[src/rtl/sync_corr_pkg.sv]
package sync_corr_pkg;
    typedef enum logic [0:0] {
        IRQ_IDLE = 1'b0,
        IRQ_PEND = 1'b1
    } irq_state_t;
endpackage

[src/rtl/corr_window.sv]
module corr_window #(
    parameter int N = 128
) (
    input  logic         clk,
    input  logic         rst_n,
    input  logic         shift_en,
    input  logic         ser_in,
    output logic [N-1:0] win_q,
    output logic         ser_out
);
    always_ff @(posedge clk or negedge rst_n) begin
        if (!rst_n) begin
            win_q <= '0;
        end else if (shift_en) begin
            win_q <= {win_q[N-2:0], ser_in};
        end
    end

    assign ser_out = win_q[N-1];

    assert_shift_in_R1: assert property (@(posedge clk) disable iff (!rst_n)
        shift_en |=> win_q[0] == $past(ser_in));
    assert_hold_R1: assert property (@(posedge clk) disable iff (!rst_n)
        !shift_en |=> $stable(win_q));
endmodule

[src/rtl/corr_popcount.sv]
module corr_popcount #(
    parameter  int N  = 128,
    localparam int LV = $clog2(N)
) (
    input  logic [N-1:0] bits,
    output logic [LV:0]  total
);
    genvar l, i;
    for (l = 0; l <= LV; l++) begin : g_lvl
        logic [l:0] s [N>>l];
        if (l == 0) begin : g_leaf
            for (i = 0; i < N; i++) begin : g_b
                assign s[i] = bits[i];
            end
        end else begin : g_add
            for (i = 0; i < (N >> l); i++) begin : g_n
                assign s[i] = {1'b0, g_lvl[l-1].s[2*i]} + {1'b0, g_lvl[l-1].s[2*i+1]};
            end
        end
    end

    assign total = g_lvl[LV].s[0];
endmodule

[src/rtl/corr_decide.sv]
module corr_decide #(
    parameter int N  = 128,
    parameter int CW = 9
) (
    input  logic          clk,
    input  logic          rst_n,
    input  logic [CW-1:0] cnt_loc,
    input  logic [CW-1:0] msk_loc,
    input  logic          master,
    input  logic [CW-1:0] cnt_ext,
    input  logic [CW-1:0] msk_ext,
    input  logic [CW-1:0] tol_true,
    input  logic [CW-1:0] tol_inv,
    output logic          det_true,
    output logic          det_inv
);
    logic [CW-1:0] tot, msk_tot, nbits;
    logic          hit_true, hit_inv;

    always_comb begin
        tot     = master ? cnt_loc + cnt_ext : cnt_loc;
        msk_tot = master ? msk_loc + msk_ext : msk_loc;
        nbits   = master ? CW'(2 * N) : CW'(N);
        hit_true = ({1'b0, tot} + {1'b0, tol_true}) >= {1'b0, nbits};
        hit_inv  = {1'b0, tot} <= ({1'b0, tol_inv} + {1'b0, msk_tot});
    end

    always_ff @(posedge clk or negedge rst_n) begin
        if (!rst_n) begin
            det_true <= 1'b0;
            det_inv  <= 1'b0;
        end else begin
            det_true <= hit_true;
            det_inv  <= hit_inv;
        end
    end

    assert_exact_true_R4: assert property (@(posedge clk) disable iff (!rst_n)
        (!master && cnt_loc == CW'(N)) |=> det_true);
endmodule

[src/rtl/corr_irq_fsm.sv]
module corr_irq_fsm
    import sync_corr_pkg::*;
(
    input  logic clk,
    input  logic rst_n,
    input  logic hit,
    input  logic ack,
    output logic irq
);
    irq_state_t state_q, state_d;

    always_comb begin
        state_d = state_q;
        unique case (state_q)
            IRQ_IDLE: if (hit)         state_d = IRQ_PEND;
            IRQ_PEND: if (ack && !hit) state_d = IRQ_IDLE;
            default:                   state_d = IRQ_IDLE;
        endcase
    end

    always_ff @(posedge clk or negedge rst_n) begin
        if (!rst_n) state_q <= IRQ_IDLE;
        else        state_q <= state_d;
    end

    always_comb begin
        irq = (state_q == IRQ_PEND);
    end

    assert_set_R7: assert property (@(posedge clk) disable iff (!rst_n)
        hit |=> irq);
    assert_clear_R7: assert property (@(posedge clk) disable iff (!rst_n)
        (ack && !hit) |=> !irq);
    assert_sticky_R7: assert property (@(posedge clk) disable iff (!rst_n)
        (irq && !ack) |=> irq);
endmodule

[src/rtl/sync_corr.sv]
module sync_corr #(
    parameter  int WIN = 128,
    localparam int CW  = $clog2(2 * WIN + 1),
    localparam int PW  = $clog2(WIN) + 1
) (
    input  logic           clk,
    input  logic           rst_n,
    input  logic           shift_en,
    input  logic           ser_in,
    output logic           ser_out,
    input  logic [WIN-1:0] ref_word,
    input  logic [WIN-1:0] mask_word,
    input  logic [CW-1:0]  tol_true,
    input  logic [CW-1:0]  tol_inv,
    input  logic           casc_master,
    input  logic [CW-1:0]  casc_cnt_in,
    input  logic [CW-1:0]  casc_msk_in,
    output logic [CW-1:0]  casc_cnt_out,
    output logic [CW-1:0]  casc_msk_out,
    input  logic           irq_ack,
    output logic           det_true,
    output logic           det_inv,
    output logic           detect,
    output logic           irq
);
    logic [WIN-1:0] win_q;
    logic [WIN-1:0] agree;
    logic [PW-1:0]  cnt_raw, msk_raw;

    corr_window #(.N(WIN)) u_win (
        .clk(clk), .rst_n(rst_n), .shift_en(shift_en), .ser_in(ser_in),
        .win_q(win_q), .ser_out(ser_out)
    );

    assign agree = ~(win_q ^ ref_word) | mask_word;

    corr_popcount #(.N(WIN)) u_cnt (.bits(agree),     .total(cnt_raw));
    corr_popcount #(.N(WIN)) u_msk (.bits(mask_word), .total(msk_raw));

    assign casc_cnt_out = CW'(cnt_raw);
    assign casc_msk_out = CW'(msk_raw);

    corr_decide #(.N(WIN), .CW(CW)) u_dec (
        .clk(clk), .rst_n(rst_n),
        .cnt_loc(casc_cnt_out), .msk_loc(casc_msk_out),
        .master(casc_master), .cnt_ext(casc_cnt_in), .msk_ext(casc_msk_in),
        .tol_true(tol_true), .tol_inv(tol_inv),
        .det_true(det_true), .det_inv(det_inv)
    );

    assign detect = det_true | det_inv;

    corr_irq_fsm u_irq (
        .clk(clk), .rst_n(rst_n), .hit(detect), .ack(irq_ack), .irq(irq)
    );

    assert_mask_floor_R3: assert property (@(posedge clk) disable iff (!rst_n)
        casc_cnt_out >= casc_msk_out);
    assert_count_range_R2: assert property (@(posedge clk) disable iff (!rst_n)
        casc_cnt_out <= CW'(WIN));
endmodule

[config.mk]
export PLATFORM = sky130hd
export DESIGN_NAME = sync_corr
export DESIGN_NICKNAME = d
export VERILOG_FILES = /design/src/rtl/sync_corr_pkg.sv /design/src/rtl/corr_window.sv /design/src/rtl/corr_popcount.sv /design/src/rtl/corr_decide.sv /design/src/rtl/corr_irq_fsm.sv /design/src/rtl/sync_corr.sv
export SDC_FILE = /design/constraint.sdc
export NUM_CORES = 1
export LEC_CHECK = 0
export ABC_AREA = 1
export ABC_CLOCK_PERIOD_IN_PS = 31000
export CORE_ASPECT_RATIO = 0.8
export CORE_MARGIN = 4
export CORE_UTILIZATION = 57
export CTS_CLUSTER_DIAMETER = 60
export DETAILED_ROUTE_END_ITERATION = 8
export PLACE_DENSITY = 0.94
export SYNTH_ARGS = -nofsm -noshare
export SYNTH_HDL_FRONTEND = slang
export SYNTH_SLANG_ARGS = --single-unit
[constraint.sdc]
create_clock -name clk -period 31 [get_ports clk]
set_input_delay 6.2 -clock clk [delete_from_list [all_inputs] [get_ports clk]]
set_output_delay 6.2 -clock clk [all_outputs]
set_load 0.005 [all_outputs]
After elaboration in Yosys (flattened, before gate mapping)
Cells that the tools add are included.
Cells by class
  magnitude comparators: 2
  bitwise logic cells: 5
  muxes and demuxes: 6
  reductions and logical operators: 2
  add/sub/neg operators: 258
Operators with widths (number)
  1-bit by 1-bit adder with 2-bit output: 128
  2-bit by 2-bit adder with 3-bit output: 64
  3-bit by 3-bit adder with 4-bit output: 32
  128-bit inverter: 1
  128-bit bitwise OR: 1
  128-bit bitwise XOR: 1
  4-bit by 4-bit adder with 5-bit output: 16
  5-bit by 5-bit adder with 6-bit output: 8
  6-bit by 6-bit adder with 7-bit output: 4
  9-bit 2-to-1 mux: 3
  9-bit by 9-bit adder with 10-bit output: 2
  8-bit by 9-bit adder with 9-bit output: 2
  7-bit by 7-bit adder with 8-bit output: 2
  10-bit by 9-bit greater-or-equal comparator with 1-bit output: 1
  9-bit by 10-bit <= comparator with 1-bit output: 1
  1-bit 2-to-1 mux: 2
  1-bit case mux with 2 select lines: 1
  1-bit logical AND: 1
  1-bit logical NOT: 1
  1-bit inverter: 1
  1-bit bitwise OR: 1
Word-level totals
  word-level logic and storage cells: 277
  bits of input ports: 298
  flip-flop bits (word level): 131
  output and inout bits: 23

Logic depth before layout (Yosys ltp)
Gate-level depths: netlist (run 1).
  word-level depth: 14
  depth in mapped cells: 48
  mapped depth without buffers: 48

Modules after synthesis
From an unflattened synthesis (run 1), not the netlist that was laid out.
Second synthesis, totals
  cell total of the unflattened synthesis: 2376
  area total of the unflattened synthesis: 17092.6 um^2
By module, submodules not included
  corr_window: seq. area each 3203.1 um^2, cells each 542, instances 1, area each 4967.3 um^2
  corr_popcount (u_cnt): seq. area each 0.0 um^2, cells each 351, instances 1, area each 3452.1 um^2
  corr_popcount (u_msk): seq. area each 0.0 um^2, cells each 350, instances 1, area each 3448.3 um^2
  sync_corr: seq. area each 0.0 um^2, cells each 772, instances 1, area each 3067.9 um^2
  corr_decide: seq. area each 50.0 um^2, cells each 356, instances 1, area each 2117.0 um^2
  corr_irq_fsm: seq. area each 25.0 um^2, cells each 5, instances 1, area each 40.0 um^2

Worst setup path after synthesis (run 1)
No wires, ideal clock.
  path kind: input-to-output
  from: input port ref_word[45]
  to: output port casc_cnt_out[6]
  data arrival time: 12753 ps
  slack: 12047 ps
  buffers on the path: 0
  cell stages on the path: 25
  data required time: 24800 ps
  path through: xnor2_1 > nor2_1 > fa_1 > inv_1 > fa_1 > inv_1 > fa_1 > inv_1 > fa_1 > fa_1 > fa_1 > fa_1 > fa_1 > fa_1 > inv_1 > fa_1 > inv_1 > ha_1 > inv_1 > fa_1 > inv_1 > nand4_1 > nand3_1 > nand2_1 > nand2_1
Between the ends
  cells in the longest elaborated chain, start to end: 10
RTL lines
  start, declared: RTL line sync_corr.sv:11  | input logic [WIN-1:0] ref_word,
  128-bit bitwise XOR: RTL line sync_corr.sv:35  | assign agree = ~(win_q ^ ref_word) | mask_word;
  128-bit inverter: RTL line sync_corr.sv:35
  128-bit bitwise OR: RTL line sync_corr.sv:35
  1-bit by 1-bit adder with 2-bit output: RTL line corr_popcount.sv:17  | assign s[i] = {1'b0, g_lvl[l-1].s[2*i]} + {1'b0, g_lvl[l-1].s[2*i+1]};
  2-bit by 2-bit adder with 3-bit output: RTL line corr_popcount.sv:17
  3-bit by 3-bit adder with 4-bit output: RTL line corr_popcount.sv:17
  4-bit by 4-bit adder with 5-bit output: RTL line corr_popcount.sv:17
  5-bit by 5-bit adder with 6-bit output: RTL line corr_popcount.sv:17
  6-bit by 6-bit adder with 7-bit output: RTL line corr_popcount.sv:17
  7-bit by 7-bit adder with 8-bit output: RTL line corr_popcount.sv:17
  end, declared: RTL line sync_corr.sv:18  | output logic [CW-1:0] casc_cnt_out,
No other way between the ends.

Worst setup path after layout (run 1)
Ends and elaborated chain as after synthesis.

==> results.py, run 1 <==
metrics = {
    "run_status": {
        "status": "complete, no violations",
    },
    "floorplan": {
        "die_h_um": 153.2,
        "die-area_sq_um": 29020,
        "start_util": 0.5858,
        "rows": 52,
        "io_pins": 321,
        "core-area_sq_um": 25630,
        "die_w_um": 189.5,
    },
    "timing": {
        "hold_viol_final": 0,
        "tns_ns": 0,
        "finalCritPeriodShare": 0.6551,
        "rsz0062_at_grt": "no",
        "period_minus_slack_ns": 20.31,
        "drv_slew": 0,
        "max-slew-margin-rel": 0.3079,
        "fmax_mhz": 49.24,
        "worstMarginPinSlew_ns": 1.038,
        "setup_violations": 0,
        "fin_worst_skew_ns": 0.01525,
    },
    "min_path": {
        "hp-class": "reg2reg",
    },
    "logic_synthesis": {
        "ys_seq_area_frac": 0.2183,
        "yosys_warnings": 0,
        "synth_edf_count": 0,
        "synth_async_sr_flop_share": 1.000,
        "synth_cells": 1742,
        "syn_avg_cell_area_sq_um": 8.620,
        "ys_seq_elements": 131,
        "ys.flop_type": "dfrtp_1",
        "syn_area_sq_um": 15020,
        "synth.distinct_cells": 38,
    },
    "detailed_routing": {
        "initialDrtViolationCount": 1306,
        "drc_errors": 0,
        "dr.pass1.iters": 6,
        "wire_per_inst_um": 20.03,
        "final_antenna_net_count": 0,
        "via_per_inst": 5.504,
        "num_vias": 13290,
        "wl_um": 48380,
    },
    "clocking": {
        "htreeDepth": 4,
        "tritoncts": "yes",
        "cts_setup_buffers": 0,
        "numCtsBuffers": 17,
        "cts-root-buf": "clkbuf_16",
        "cts.reportedPaths.clkPinSlew_ns": 0.06,
        "clkSinkCount": 131,
        "clockBufferDepth": 2,
        "cts.repair.resized": 0,
        "ctsHoldBuffers": 0,
        "clk_latency_ns": 0.44,
    },
    "global_route": {
        "grt_pass1_wl_um": 74770,
        "grt_overflow": 0,
        "first_global_vias": 14300,
        "grt_usage": 0.3331,
        "antenna_found_initial": 4,
        "grt_max_degree": 140,
    },
    "placement": {
        "gp_congestion": 0.9391,
        "io_buffers": 318,
        "dpl.hpwl_um": 40370,
    },
    "critical_path": {
        "cp_max_fo": 3,
        "crit_path_end_kind": "primary output",
        "cp.required_ns": 24.80,
        "worstSetupPathType": "in2out",
        "arrival_ns": 14.11,
        "startpoint_type": "primary input",
    },
    "layout": {
        "drive_above_1_share": 0.02231,
        "fin_nets": 2676,
        "synthToLayoutAreaGrowth_pct": 26.73,
    },
    "run": {
        "cap_viol_max_count": 0,
    },
}
==> worst paths after layout <==
path | depth (start not counted) | slack, ns | end | from
min in group asynchronous | 1 | 5.76 | u_win.win_q[117]$_DFFE_PN0P_ | rst_n
worst min register to register | 2 | 0.52 | u_irq.irq$_DFF_PN0_ | u_dec.det_inv$_DFF_PN0_
worst max-delay path | 27 | 10.69 | casc_cnt_out[6] | ref_word[45]
max in group asynchronous | 2 | 23.89 | u_win.win_q[68]$_DFFE_PN0P_ | rst_n
worst min-delay path | 2 | 0.52 | u_irq.irq$_DFF_PN0_ | u_dec.det_inv$_DFF_PN0_
worst max register to register | 41 | 20.46 | u_dec.det_true$_DFF_PN0_ | u_win.win_q[103]$_DFFE_PN0P_
==> state kept, by name, indices dropped and copies added, names as in the netlist <==
signal and count:
u_dec.det_true 1, u_dec.det_inv 1, u_win.win_q 128, u_irq.irq 1
==> cells in the final DEF (no fill, tap or decap), drive strengths merged, types with 3 or more instances in the layout <==
cell type,instances
inv,448
clkdlybuf4s50,316
fa,234
nand2,179
a21oi,170
o21ai,156
nor2,132
dfrtp,131
ha,95
xnor2,56
nand3,44
nand4,23
clkbuf,19
xor2,13
clkinv,6
a31oi,4
o21bai,4
buf,4
o211ai,3
o22ai,3
clkinvlp,3
or2,3
==> critical path, cell delays in order <==
cell	delay (ns)
clkdlybuf4s50_1	0.47
xnor2_1	0.12
nor2_1	0.08
fa_1	0.60
inv_1	0.09
fa_1	0.54
inv_1	0.06
fa_1	0.53
inv_1	0.06
fa_1	0.48
fa_1	0.53
fa_1	0.52
fa_1	0.52
fa_1	0.51
fa_1	0.54
inv_1	0.05
fa_1	0.47
inv_1	0.07
ha_1	0.19
inv_1	0.06
fa_1	0.40
inv_1	0.10
nand4_1	0.12
nand3_1	0.10
nand2_1	0.05
nand2_1	0.14
clkdlybuf4s50_1	0.53
==> synthesized netlist by cell type, types with 3 or more instances <==
library cell / count / area share
a21oi_1: 168 / 0.056
a31oi_1: 4 / 0.0017
buf_2: 18 / 0.0060
buf_4: 6 / 0.0030
clkbuf_1: 9 / 0.0022
dfrtp_1: 131 / 0.22
fa_1: 234 / 0.31
ha_1: 95 / 0.079
inv_1: 443 / 0.11
nand2_1: 175 / 0.044
nand2_2: 4 / 0.0017
nand3_1: 43 / 0.014
nand4_1: 22 / 0.0092
nor2_1: 130 / 0.032
o211ai_1: 3 / 0.0015
o21ai_0: 153 / 0.051
o21ai_1: 3 / 0.0010
o21bai_1: 4 / 0.0020
o22ai_1: 3 / 0.0012
xnor2_1: 56 / 0.033
xor2_1: 13 / 0.0076
==> stage by stage <==
stage	hold WS (ns)	util	worst slack, ns	instance area, sq um	instances
6_report	0.5171	0.7424	10.69	19030	2415
5_1_grt	0.5511	0.7424	10.29	19030	2415
4_1_cts	0.5228	0.7422	10.67	19030	2413
3_5_place_dp	0.5074	0.7213	10.70	18490	2381
3_3_place_gp	0.4923	0.7213	10.73	18490	2381
2_1_floorplan	0.4787	-	12.05	15020	1743
==> logic make-up after synthesis <==
family          after synthesis  synth area share
fa+ha+maj                   329            0.3911
compound gates              346            0.1188
simple gates                387            0.1076
mux                           2          0.001500
flops                       131            0.2183
xor+xnor                     69           0.04024
other cells                   1         0.0002497
buf+inv                     477            0.1222
==> routing by layer <==
layer  part of all wire  vias to the layer above  routed length [um]  global-route usage
met5            0.00064                        -                  31                   0
met1               0.37                     6333               17940              0.4056
li1                   -                     5963                   -                   -
met4              0.051                        4                2484              0.1501
met3               0.10                      178                4952             0.09918
met2               0.47                      814               22970              0.5517
==> layout make-up <==
class | instances | area, sq um
fillers | 1791 | 6604
clock inverters | 13 | 101.3
flip-flops and latches | 131 | 3278
well taps | 351 | 439.2
multi-input cells | 1135 | 9907
clock buffers | 19 | 432.9
inverters | 444 | 1667
diodes | 2 | 5.005
repair buffers | 320 | 3201
Power of run 1 is left out: the tool's default activity adds up to more than one toggle a clock period on the data nets, which glitch-free logic cannot reach.
==> run 2: changes to the inputs <==
- ABC_CLOCK_PERIOD_IN_PS: 31000 -> 19950
- CORE_UTILIZATION: 57 -> 53
- PLACE_DENSITY: 0.94 -> 0.89
- clock period: 31 -> 19.95 ns (I/O delays scaled with it)
==> results.py, run 2 (synthesis gave the netlist of run 1 again) <==
metrics = {
    "run_status": {
        "status": "complete, no violations",
    },
    "global_route": {
        "first_global_vias": 13500,
        "grt_usage": 0.2953,
        "grt_max_degree": 137,
        "grt_overflow": 0,
        "antenna_found_initial": 4,
        "grt_pass1_wl_um": 70470,
    },
    "clocking": {
        "ctsHoldBuffers": 0,
        "htreeDepth": 4,
        "cts.reportedPaths.clkPinSlew_ns": 0.06,
        "tritoncts": "yes",
        "clockBufferDepth": 2,
        "clk_latency_ns": 0.44,
        "numCtsBuffers": 17,
        "cts_setup_buffers": 0,
        "clkSinkCount": 131,
        "cts-root-buf": "clkbuf_16",
        "cts.repair.resized": 0,
    },
    "layout": {
        "drive_above_1_share": 0.02328,
        "fin_nets": 2676,
        "final_common_cell": "inv_1",
        "seq_area_sq_um": 3278,
        "fillers": 2025,
        "multi_input_area_sq_um": 9907,
        "largest_reg_flops": 128,
        "regMostFlops": "u_win.win_q",
        "final_cell_mix": "443 x inv_1, 316 x clkdlybuf4s50_1, 234 x fa_1, 175 x nand2_1, 168 x a21oi_1",
        "synthToLayoutAreaGrowth_pct": 27.24,
    },
    "detailed_routing": {
        "dr.pass1.iters": 7,
        "wl_um": 45820,
        "wire_per_inst_um": 18.86,
        "num_vias": 12910,
        "via_per_inst": 5.317,
        "initialDrtViolationCount": 1097,
        "route.met2.wl_um": 21780,
        "dr_wl_met3_um": 3903,
        "final_antenna_net_count": 0,
        "wirelength_met1_um": 18260,
        "drc_errors": 0,
        "top_layer": "met5",
    },
    "floorplan": {
        "core-area_sq_um": 27570,
        "die-area_sq_um": 31110,
        "die_w_um": 196.2,
        "io_pins": 321,
        "start_util": 0.5448,
        "die_h_um": 158.6,
        "rows": 54,
    },
    "placement": {
        "dpl.hpwl_um": 38840,
        "io_buffers": 318,
        "gp_congestion": 0.9612,
    },
    "timing": {
        "tns_ns": 0,
        "max-slew-margin-rel": 0.3022,
        "rsz0062_at_grt": "no",
        "setup_violations": 0,
        "hold_viol_final": 0,
        "drv_slew": 0,
        "period_minus_slack_ns": 15.92,
        "finalCritPeriodShare": 0.7981,
        "worstMarginPinSlew_ns": 1.047,
        "fmax_mhz": 62.81,
        "fin_worst_skew_ns": 0.01280,
    },
    "min_path": {
        "hp-class": "reg2reg",
    },
    "run": {
        "cap_viol_max_count": 0,
    },
    "critical_path": {
        "worstSetupPathType": "in2out",
        "max_stage_delay_ns": 0.61,
        "slowest_stage": "fa_1",
        "critical_path.most_common_cell": "fa_1",
        "critical-path-top-delay-family": "adder cells",
        "crit_path_end_kind": "primary output",
        "cp_num_buf_inv": 9,
        "cp_max_fo": 3,
        "startpoint_type": "primary input",
        "cp.required_ns": 15.96,
        "arrival_ns": 11.93,
    },
}
run 2: changes by cell type in the layout (fill, tap and decap cells not counted):
cell and delta:
bufinv_16 +1, clkbuf_1 -2, clkbuf_8 +2, clkinv_2 -2
clkinv_4 +2, clkinvlp_4 -3, diode_2 +1, inv_8 +2
run 2: layout make-up:
class / count / share of cell area
Antenna cell: 3 / 0.0003929
Inverter: 444 / 0.08722
Clock inverter: 13 / 0.007269
Tap cell: 364 / 0.02384
Sequential cell: 131 / 0.1716
Timing Repair Buffer: 320 / 0.1675
Multi-Input combinational cell: 1135 / 0.5185
Clock buffer: 19 / 0.02371
run 2: worst reg2reg max path: cells and delay by family, from the launching register on:
family	cells	cell delay (ns)
XOR/XNOR	2	0.39
flip-flops	1	0.43
adder cells (fa/ha/maj)	14	6.61
buffers and inverters	8	0.54
AO/OA/AOI/OAI	6	1.23
AND/OR/NAND/NOR	11	1.26
run 2: stage by stage:
step | cells | util | area, sq um | hold slack (ns) | worst slack (ns)
2_1_floorplan | 1743 | - | 15020 | 0.4787 | 5.417
3_3_place_gp | 2394 | 0.6714 | 18510 | 0.4876 | 4.076
3_5_place_dp | 2394 | 0.6714 | 18510 | 0.4992 | 4.024
4_1_cts | 2426 | 0.6929 | 19100 | 0.5078 | 4.009
5_1_grt | 2427 | 0.6929 | 19100 | 0.5378 | 3.721
6_report | 2429 | 0.6931 | 19110 | 0.4967 | 4.028
run 2: metal layers:
layer / GRT usage / vias to the layer above
met5: 0 / -
li1: - / 5969
met1: 0.3858 / 6212
met4: 0.1157 / 2
met3: 0.06643 / 118
met2: 0.4873 / 613
run 2: worst paths after layout:
check	startpoint	to	slack, ns	cells past startpoint
worst min-delay path	u_dec.det_true$_DFF_PN0_	u_irq.irq$_DFF_PN0_	0.50	2
min in group asynchronous	rst_n	u_win.win_q[121]$_DFFE_PN0P_	3.63	1
max in group asynchronous	rst_n	u_win.win_q[39]$_DFFE_PN0P_	15.14	2
worst min register to register	u_dec.det_true$_DFF_PN0_	u_irq.irq$_DFF_PN0_	0.50	2
worst max register to register	u_win.win_q[105]$_DFFE_PN0P_	u_dec.det_true$_DFF_PN0_	9.43	41
worst max-delay path	ref_word[45]	casc_cnt_out[6]	4.03	27
Power of run 2 is left out for the same reason.
